<file path="src/rtl/ow_trip_pkg.sv">
package ow_trip_pkg;

    typedef enum logic [2:0] {
        SEQ_IDLE,
        SEQ_READ_FIRST,
        SEQ_READ_SECOND,
        SEQ_WRITE_DIR,
        SEQ_SINGLE
    } seq_state_t;

    // Status byte, MSB first: bit7 direction, bit6 second read,
    // bit5 first read (or sampled level), bits 4..1 zero, bit0 busy.
    typedef struct packed {
        logic       dir;
        logic       rd_second;
        logic       rd_first;
        logic [3:0] zero;
        logic       busy;
    } ow_status_t;

    typedef struct packed {
        logic go;       // launch a slot this cycle
        logic wr_one;   // 1: short low phase (write 1 / read), 0: long low phase
    } slot_req_t;

    // Search branch choice from the two reads and the host tie-break.
    function automatic logic pick_dir(input logic first, input logic second,
                                      input logic tie);
        logic res;
        case ({first, second})
            2'b00:   res = tie;
            2'b01:   res = 1'b0;
            default: res = 1'b1;   // 10 -> 1, 11 (no response) -> 1
        endcase
        return res;
    endfunction

endpackage

</file>
<file path="src/rtl/ow_tick_gen.sv">
module ow_tick_gen #(
    parameter int TICK_DIV = 50
) (
    input  logic clk,
    input  logic rst,
    input  logic clr,
    output logic tick
);
    localparam int CW = (TICK_DIV > 1) ? $clog2(TICK_DIV) : 1;

    logic [CW-1:0] cnt;

    assign tick = (cnt == CW'(TICK_DIV - 1));

    always_ff @(posedge clk) begin
        if (rst || clr || tick) begin
            cnt <= '0;
        end else begin
            cnt <= cnt + 1'b1;
        end
    end
endmodule

</file>
<file path="src/rtl/ow_slot_unit.sv">
module ow_slot_unit
    import ow_trip_pkg::*;
#(
    parameter int TICK_DIV  = 50,
    parameter int US_SHORT  = 6,
    parameter int US_LONG   = 60,
    parameter int US_SAMPLE = 15,
    parameter int US_SLOT   = 70
) (
    input  logic      clk,
    input  logic      rst,
    input  slot_req_t req,
    input  logic      line_in,
    output logic      line_low,
    output logic      smp,
    output logic      done
);
    localparam int UW = $clog2(US_SLOT + 1);

    logic          active;
    logic          wr_one;
    logic [UW-1:0] us_cnt;
    logic          tick;

    ow_tick_gen #(.TICK_DIV(TICK_DIV)) u_tick (
        .clk  (clk),
        .rst  (rst),
        .clr  (req.go),
        .tick (tick)
    );

    assign done     = active && tick && (us_cnt == UW'(US_SLOT - 1));
    assign line_low = active && (us_cnt < (wr_one ? UW'(US_SHORT) : UW'(US_LONG)));

    always_ff @(posedge clk) begin
        if (rst) begin
            active <= 1'b0;
            wr_one <= 1'b1;
            us_cnt <= '0;
            smp    <= 1'b0;
        end else if (req.go) begin
            active <= 1'b1;
            wr_one <= req.wr_one;
            us_cnt <= '0;
        end else if (active && tick) begin
            if (us_cnt == UW'(US_SAMPLE - 1)) begin
                smp <= line_in;
            end
            if (us_cnt == UW'(US_SLOT - 1)) begin
                active <= 1'b0;
            end else begin
                us_cnt <= us_cnt + 1'b1;
            end
        end
    end
endmodule

</file>
<file path="src/rtl/ow_trip_seq.sv">
module ow_trip_seq
    import ow_trip_pkg::*;
(
    input  logic       clk,
    input  logic       rst,
    input  logic       start,
    input  logic       op_single,
    input  logic       dir_in,
    input  logic       smp,
    input  logic       done,
    output slot_req_t  req,
    output ow_status_t stat
);
    seq_state_t state;
    logic       rd_first;
    logic       rd_second;
    logic       dir_q;

    always_comb begin
        req = '0;
        case (state)
            SEQ_IDLE: if (start) begin
                req.go     = 1'b1;
                req.wr_one = op_single ? dir_in : 1'b1;
            end
            SEQ_READ_FIRST: if (done) begin
                req.go     = 1'b1;
                req.wr_one = 1'b1;
            end
            SEQ_READ_SECOND: if (done) begin
                req.go     = 1'b1;
                req.wr_one = pick_dir(rd_first, smp, dir_q);
            end
            default: req = '0;
        endcase
    end

    always_ff @(posedge clk) begin
        if (rst) begin
            state     <= SEQ_IDLE;
            rd_first  <= 1'b0;
            rd_second <= 1'b0;
            dir_q     <= 1'b0;
            stat      <= '0;
        end else begin
            case (state)
                SEQ_IDLE: if (start) begin
                    dir_q     <= dir_in;
                    stat.busy <= 1'b1;
                    state     <= op_single ? SEQ_SINGLE : SEQ_READ_FIRST;
                end
                SEQ_READ_FIRST: if (done) begin
                    rd_first <= smp;
                    state    <= SEQ_READ_SECOND;
                end
                SEQ_READ_SECOND: if (done) begin
                    rd_second <= smp;
                    dir_q     <= req.wr_one;
                    state     <= SEQ_WRITE_DIR;
                end
                SEQ_WRITE_DIR: if (done) begin
                    stat.dir       <= dir_q;
                    stat.rd_second <= rd_second;
                    stat.rd_first  <= rd_first;
                    stat.zero      <= '0;
                    stat.busy      <= 1'b0;
                    state          <= SEQ_IDLE;
                end
                SEQ_SINGLE: if (done) begin
                    stat.dir       <= 1'b0;
                    stat.rd_second <= 1'b0;
                    stat.rd_first  <= smp;
                    stat.zero      <= '0;
                    stat.busy      <= 1'b0;
                    state          <= SEQ_IDLE;
                end
                default: state <= SEQ_IDLE;
            endcase
        end
    end
endmodule

</file>
<file path="src/rtl/ow_triplet_engine.sv">
module ow_triplet_engine
    import ow_trip_pkg::*;
#(
    parameter int TICK_DIV  = 50,
    parameter int US_SHORT  = 6,
    parameter int US_LONG   = 60,
    parameter int US_SAMPLE = 15,
    parameter int US_SLOT   = 70
) (
    input  logic       clk,
    input  logic       rst,
    input  logic       start,
    input  logic       op_single,
    input  logic       param_msb,
    input  logic       line_in,
    output logic       line_low,
    output logic [7:0] status
);
    slot_req_t  req;
    ow_status_t stat;
    logic       smp;
    logic       done;

    ow_trip_seq u_seq (
        .clk       (clk),
        .rst       (rst),
        .start     (start),
        .op_single (op_single),
        .dir_in    (param_msb),
        .smp       (smp),
        .done      (done),
        .req       (req),
        .stat      (stat)
    );

    ow_slot_unit #(
        .TICK_DIV  (TICK_DIV),
        .US_SHORT  (US_SHORT),
        .US_LONG   (US_LONG),
        .US_SAMPLE (US_SAMPLE),
        .US_SLOT   (US_SLOT)
    ) u_slot (
        .clk      (clk),
        .rst      (rst),
        .req      (req),
        .line_in  (line_in),
        .line_low (line_low),
        .smp      (smp),
        .done     (done)
    );

    assign status = stat;
endmodule

</file>
<file path="config.mk">
export PLATFORM = sky130hd
export DESIGN_NAME = ow_triplet_engine
export DESIGN_NICKNAME = d
export VERILOG_FILES = /design/src/rtl/ow_trip_pkg.sv /design/src/rtl/ow_tick_gen.sv /design/src/rtl/ow_slot_unit.sv /design/src/rtl/ow_trip_seq.sv /design/src/rtl/ow_triplet_engine.sv
export SDC_FILE = /design/constraint.sdc
export NUM_CORES = 1
export LEC_CHECK = 0
export CORE_UTILIZATION = 60
export CTS_BUF_LIST = sky130_fd_sc_hd__clkbuf_8
export DETAILED_ROUTE_END_ITERATION = 8
export HOLD_SLACK_MARGIN = 0.12
export PLACE_DENSITY = 0.83
export SLEW_MARGIN = 20
export SYNTH_ARGS = -nofsm -noshare
export SYNTH_HDL_FRONTEND = slang
export SYNTH_HIERARCHICAL = 1
export SYNTH_SLANG_ARGS = --single-unit
</file>
<file path="constraint.sdc">
create_clock -name clk -period 6.1 [get_ports clk]
set_clock_uncertainty 0.15 [all_clocks]
set_input_delay 0.61 -clock clk [delete_from_list [all_inputs] [get_ports clk]]
set_output_delay 0.61 -clock clk [all_outputs]
set_load 0.05 [all_outputs]
</file>
==> results of run 1 <==
worst paths after layout:
path | start | end | slack [ns] | depth (start not counted)
max reg2reg | u_slot/u_tick/cnt[0] | u_slot/smp | 2.72 | 12
min reg2reg | u_slot/u_tick/cnt[0] | u_slot/u_tick/cnt[0] | 0.35 | 1
max | u_slot/u_tick/cnt[0] | u_slot/smp | 2.72 | 12
min | u_slot/u_tick/cnt[0] | u_slot/u_tick/cnt[0] | 0.35 | 1
per-stage QoR:
stage	setup slack [ns]	utilization [%]	total power, uW	hold slack, ns
final	2.724	70.97	320.3	0.3472
after CTS	2.739	70.97	324.4	0.3585
after floorplan	2.875	-	220.3	0.2934
after global placement	2.960	69.16	227.0	0.3069
after detailed placement	2.748	69.16	228.9	0.3391
after global routing	2.364	70.97	333.2	0.3863
per-layer routing:
metal / vias to the layer above / part of all wire, %
li1: 577 / -
met1: 574 / 46
met2: 20 / 50
met3: 6 / 2.4
met4: 0 / 1.6
met5: - / 0
flip-flops by register name, summed over array words and instances, names as in the netlist:
signal	flops
u_seq/rd_second	1
u_seq/stat	4
u_slot/smp	1
u_seq/state	3
u_slot/us_cnt	7
u_seq/rd_first	1
u_slot/active	1
u_slot/u_tick/cnt	6
u_seq/dir_q	1
u_slot/wr_one	1
power groups by stage:
stage	combinational (uW)	clock [uW]	sequential (uW)
2_1_floorplan	34.6	0	186
3_3_place_gp	40.8	0	186
3_5_place_dp	42.1	0	187
4_1_cts	42.6	99.0	183
5_1_grt	45.9	103	184
6_report	42.7	94.7	183
cell type report:
class / instances / area, um2 / area share [%]
clock buffer: 3 / 41.29 / 2.556
inverter: 8 / 30.03 / 1.859
multi-input combinational: 118 / 888.4 / 55.00
sequential: 26 / 520.5 / 32.22
tap: 28 / 35.03 / 2.169
timing repair buffer: 10 / 100.1 / 6.197
worst reg2reg max path, delay by kind of cell (launching register included):
kind / cells / cell delay (ns)
mux: 1 / 0.18
fa+ha+maj: 1 / 0.17
flops: 1 / 0.40
simple gates: 10 / 2.34
logic make-up after synthesis:
kind of cell / Yosys count / synth area share (%)
AOI/OAI and AO/OA: 29 / 18.16
adders and majority gates: 8 / 6.695
and+or+nand+nor: 64 / 25.52
xor gates and xnor gates: 9 / 5.272
other: 1 / 0.2508
buffers and inverters: 18 / 6.527
muxes: 4 / 2.762
DFF: 26 / 34.81
placed cells by master (no fill, tap or decap), types with 2 or more instances in the layout:
cell type	Yosys	final
conb_1	1	4
xnor2_1	4	4
nor4_1	2	2
nand2_1	9	9
a31oi_1	4	4
dfxtp_1	26	26
a21oi_1	2	2
inv_1	7	7
nor3_1	6	6
o21ai_1	2	2
a2111oi_2	3	3
xor2_1	5	5
o21ai_0	3	3
clkdlybuf4s50_1	0	10
nand2b_1	3	3
a211oi_2	3	3
mux2i_1	3	3
clkbuf_8	0	3
ha_1	8	8
nand4_1	4	4
nand3_1	3	3
nor2_1	20	20
==> impl_metrics.csv, run 1 <==
group,metric,value,unit
grt,grt_usage,23.99,%
worst_setup_path,cp_slowest_cell,"nor2_1",
final_layout,fillers,182,
grt,grt_pass1_wl,4.754,mm
grt,grt_util_met2,39.96,%
worst_hold_path,hold_path_class,"flip-flop to flip-flop",
logic_synthesis,synth_most_common_cell,"dfxtp_1",
pwr,seq_power_share,57.1,%
routing,wl_per_cell,14.53,um
sta,finalCritPeriodShare,55.35,%
run,drv_cap,0,
routing,routed_wl,2.805,mm
logic_synthesis,ys_top_cells_by_area,"dfxtp_1 35%, ha_1 6.7%, nor2_1 5.0%",
final_layout,final_nets,181,
place,place_area,0.001574,mm2
sta,fmax,0.2962,GHz
routing,drc,0,
final_layout,syn_to_final_growth,8.034,%
worst_setup_path,crit_path_cell_trace,"ha_1, nand2_1, nor4_1, nand2_1, nor2_1, and4bb_4, nor2_1, nand2_1, nor2_1, nand4_1, mux2i_1, nor2_1",
routing,firstDrtPassIters,4,
outcome,status,"complete, no violations",
clock_network,post_cts_buffers,0,
sta,hold_viol,0,
logic_synthesis,syn-cell-area,0.001495,mm2
grt,grt_max_degree,16,
clock_network,clk_latency,0.27,ns
grt,antenna_found_initial,0,
grt,met3_usage,3.509,%
place,port_buffers,10,
worst_setup_path,endpoint_kind,"flip-flop",
worst_setup_path,cpMostUsedCell,"nor2_1",
pwr,ir_drop,0.0001533,V
place,dpl.cell_count,190,
pwr,p_comb_share,13.3,%
worst_setup_path,cpPeakStageDelay,0.65,ns
floorplan,die-area,0.002696,mm2
clock_network,numCtsBuffers,3,
floorplan,die_height,51.92,um
pwr,power_switching,84.36,uW
logic_synthesis,synth-edff-count,0,
worst_setup_path,cpLargestDelayFamily,"simple AND/OR/NAND/NOR gates",
final_layout,drive_above_1_share,13.94,%
worst_setup_path,cp_num_buf_inv,0,
final_layout,n_antenna_cell,0,
grt,grt-ovfl-total,0,
pwr,cell_internal_pwr,236.0,uW
sta,rsz0062_at_grt,"false",
routing,vias_per_cell,6.098,
place,place_congestion,0.8118,
worst_setup_path,crit_path_start_kind,"flip-flop",
final_layout,fin_area,0.001615,mm2
logic_synthesis,ys_ff_latch,26,
clock_network,clockBufferDepth,2,
sta,final.setup.tns,0,ns
clock_network,cts-htree-levels,1,
clock_network,clock_sinks,26,
logic_synthesis,yosysTopAreaCellShare,34.81,%
worst_setup_path,cp_max_fo,12,
floorplan,core,0.002276,mm2
floorplan,start_util,65.70,%
pwr,power.density,198.3,mW/mm2
sta,setup_violations,0,
logic_synthesis,netlist_instances,159,
clock_network,postCtsHoldBufs,0,
clock_network,cts_resized,0,
floorplan,core.rowCount,17,
clock_network,cts_tree,"yes",
routing,drtAntennaViolNets,0,
routing,first_iter_violations,35,
pwr,p_leak,0.0005688,uW
logic_synthesis,avgSynthCellArea,9.404,um2
pwr,p_clk_share,29.6,%
grt,grt_pass1_vias,1125,
logic_synthesis,yosysWarnings,6,
floorplan,die_w,51.92,um
logic_synthesis,synth_top_cell_by_area,"dfxtp_1",
worst_setup_path,critPathRequiredTime,6.09,ns
routing,vias,1177,
logic_synthesis,synth-main-ff-cell,"dfxtp_1",
logic_synthesis,synth_cell_type_count,54,
sta,period_needed,3.376,ns
floorplan,ios,15,
logic_synthesis,seq_area_frac_synth,34.81,%
pwr,switching_share,26.33,%
sta,report.final.slew_viol_count,0,
worst_setup_path,critical_path_class,"flip-flop to flip-flop",
sta,worst_pin_slew,0.7855,ns
grt,gr-max-usage-layer,"met2",
grt,grt_use_met1,29.32,%
worst_setup_path,arrival,3.37,ns
logic_synthesis,yosys-top-cells-count,"26 x dfxtp_1, 20 x nor2_1, 9 x nand2_1",
clock_network,root_buffer,"clkbuf_8",
place,hpwl,2.038,mm
clock_network,clkTransAtPathRegs,0.08,ns
final_layout,final_cells,193,
sta,slew-limit-headroom,47.44,%
logic_synthesis,async_flop_share,0,%
(Power assumes the default switching activity.)
==> run 2: changes to the inputs <==
- CORE_UTILIZATION: 60 -> 53
- PLACE_DENSITY: 0.83 -> 0.78
- clock period: 6.1 -> 2.7 ns (I/O delays scaled with it)
==> impl_metrics.csv, run 2 (synthesis results as in run 1) <==
group,metric,value,unit
clock_network,cts-htree-levels,1,
routing,drtAntennaViolNets,0,
clock_network,numCtsBuffers,3,
worst_setup_path,critPathRequiredTime,2.73,ns
pwr,p_leak,0.0006190,uW
sta,report.final.slew_viol_count,0,
final_layout,fillers,218,
grt,grt_pass1_vias,1029,
run,drv_cap,0,
grt,antenna_found_initial,0,
routing,first_iter_violations,14,
sta,hold_ws,0.3414,ns
clock_network,clockBufferDepth,2,
final_layout,n_antenna_cell,0,
routing,firstDrtPassIters,4,
final_layout,largest_register_ff_count,7,
final_layout,top_register,"u_slot/us_cnt",
routing,wl_per_cell,13.78,um
final_layout,final_cell_mix,"26 x dfxtp_1, 20 x nor2_1, 9 x clkdlybuf4s50_1",
final_layout,largestRegisters,"u_slot/us_cnt (7), u_slot/u_tick/cnt (6), u_seq/stat (4)",
final_layout,final_nets,187,
clock_network,post_cts_buffers,0,
floorplan,core,0.002567,mm2
place,hpwl,2.047,mm
clock_network,cts_resized,0,
worst_setup_path,endpoint_kind,"flip-flop",
sta,period_needed,2.544,ns
sta,slew-limit-headroom,64.37,%
clock_network,cts_tree,"yes",
sta,setup_violations,0,
routing,vias_per_cell,5.891,
routing,routed_wl,2.784,mm
worst_setup_path,crit_path_start_kind,"flip-flop",
final_layout,syn_to_final_growth,14.06,%
place,port_buffers,10,
worst_setup_path,rr_startpoint,"u_slot/u_tick/cnt[0]",
routing,vias,1190,
worst_setup_path,critical_path_class,"flip-flop to flip-flop",
floorplan,start_util,58.24,%
worst_hold_path,hold_start,"u_slot/u_tick/cnt[0]",
final_layout,drive_above_1_share,19.77,%
clock_network,postCtsHoldBufs,0,
clock_network,clock_sinks,26,
clock_network,root_buffer,"clkbuf_8",
outcome,status,"complete, no violations",
floorplan,die-area,0.003038,mm2
clock_network,clkTransAtPathRegs,0.09,ns
final_layout,mostFrequentLayoutCell,"dfxtp_1",
floorplan,die_w,55.12,um
pwr,power,833.8,uW
floorplan,ios,15,
grt,grt_max_degree,16,
pwr,ir_drop,0.0004494,V
routing,drc,0,
sta,worst_pin_slew,0.5337,ns
worst_hold_path,holdPathStages,1,
floorplan,core.rowCount,18,
place,place_congestion,0.7786,
worst_setup_path,cp_max_fo,6,
grt,grt_pass1_wl,4.436,mm
worst_setup_path,crit_start,"u_slot/u_tick/cnt[0]",
worst_setup_path,r2r_cells,12,
place,dpl.cell_count,198,
sta,fmax,0.3930,GHz
final_layout,final_cells,202,
floorplan,die_height,55.12,um
sta,hold_viol,0,
sta,finalCritPeriodShare,94.24,%
pwr,power.density,488.9,mW/mm2
worst_setup_path,r2r-end,"u_slot/smp",
worst_hold_path,min_to,"u_slot/u_tick/cnt[0]",
clock_network,clk_latency,0.27,ns
worst_setup_path,r2r_slack,0.16,ns
worst_hold_path,hold_path_class,"flip-flop to flip-flop",
grt,grt-ovfl-total,0,
grt,grt_usage,20.61,%
worst_setup_path,arrival,2.57,ns
-- run 2: cell types whose count changed in the layout (fill, tap and decap cells not counted) --
cell	delta
clkdlybuf4s50_1	-1
buf_4	+7
nor4b_1	-1
nor4b_2	+1
nor4_2	+1
nand2_2	+1
nand2_1	-1
nor4_1	-1
bufinv_16	+1
-- run 2: final cells by class --
| type | count | area (um2) | area share, % |
|---|---|---|---|
| Timing Repair Buffer | 16 | 142.6 | 8.364 |
| Clock inverter | 1 | 30.03 | 1.761 |
| Sequential cell | 26 | 520.5 | 30.52 |
| Clock buffer | 3 | 41.29 | 2.421 |
| Inverter | 8 | 30.03 | 1.761 |
| Tap cell | 30 | 37.54 | 2.201 |
| Multi-Input combinational cell | 118 | 903.4 | 52.97 |
-- run 2: layer usage --
layer | share of wire [%] | track usage (%) | wire, um
met5 | 0 | 0 | 0
met4 | 1.8 | 8.750 | 51
met3 | 3.2 | 3.279 | 89
met2 | 49 | 35.34 | 1370
met1 | 46 | 25.29 | 1272
-- run 2: through the flow --
stage / utilization [%] / setup TNS, ns / instance area (um2) / setup slack [ns]
2_1_floorplan: - / 0 / 1513 / 0.1852
3_3_place_gp: 63.30 / 0 / 1625 / 0.2683
3_5_place_dp: 63.30 / 0 / 1625 / 0.1489
4_1_cts: 66.08 / 0 / 1697 / 0.1027
5_1_grt: 66.42 / -0.03160 / 1705 / -0.03160
6_report: 66.42 / 0 / 1705 / 0.1556
-- run 2: how the worst max path moves through the flow --
stage / to / slack, ns
finish: u_slot/smp / 0.16
global route: u_slot/smp / -0.03
CTS: u_slot/smp / 0.10
detailed placement: u_slot/smp / 0.15
global placement: u_seq/stat[0] / 0.27
floorplan: u_slot/us_cnt[2] / 0.19
-- run 2: critical path, stage by stage, from the launching register on --
cell and delay [ns]:
dfxtp_1 0.40, ha_1 0.18, nand2_1 0.12, nor4_2 0.27, nand2_1 0.17, nor2_1 0.21
buf_4 0.18, nand4bb_1 0.19, nand2_2 0.18, nor2_1 0.05, nand4_1 0.10, mux2i_1 0.19
nor2_1 0.05
-- run 2: power by group --
part | internal, uW | switching (uW)
logic | 39.9 | 57.5
clock network | 198 | 125
registers | 394 | 18.9
total | 633 | 201
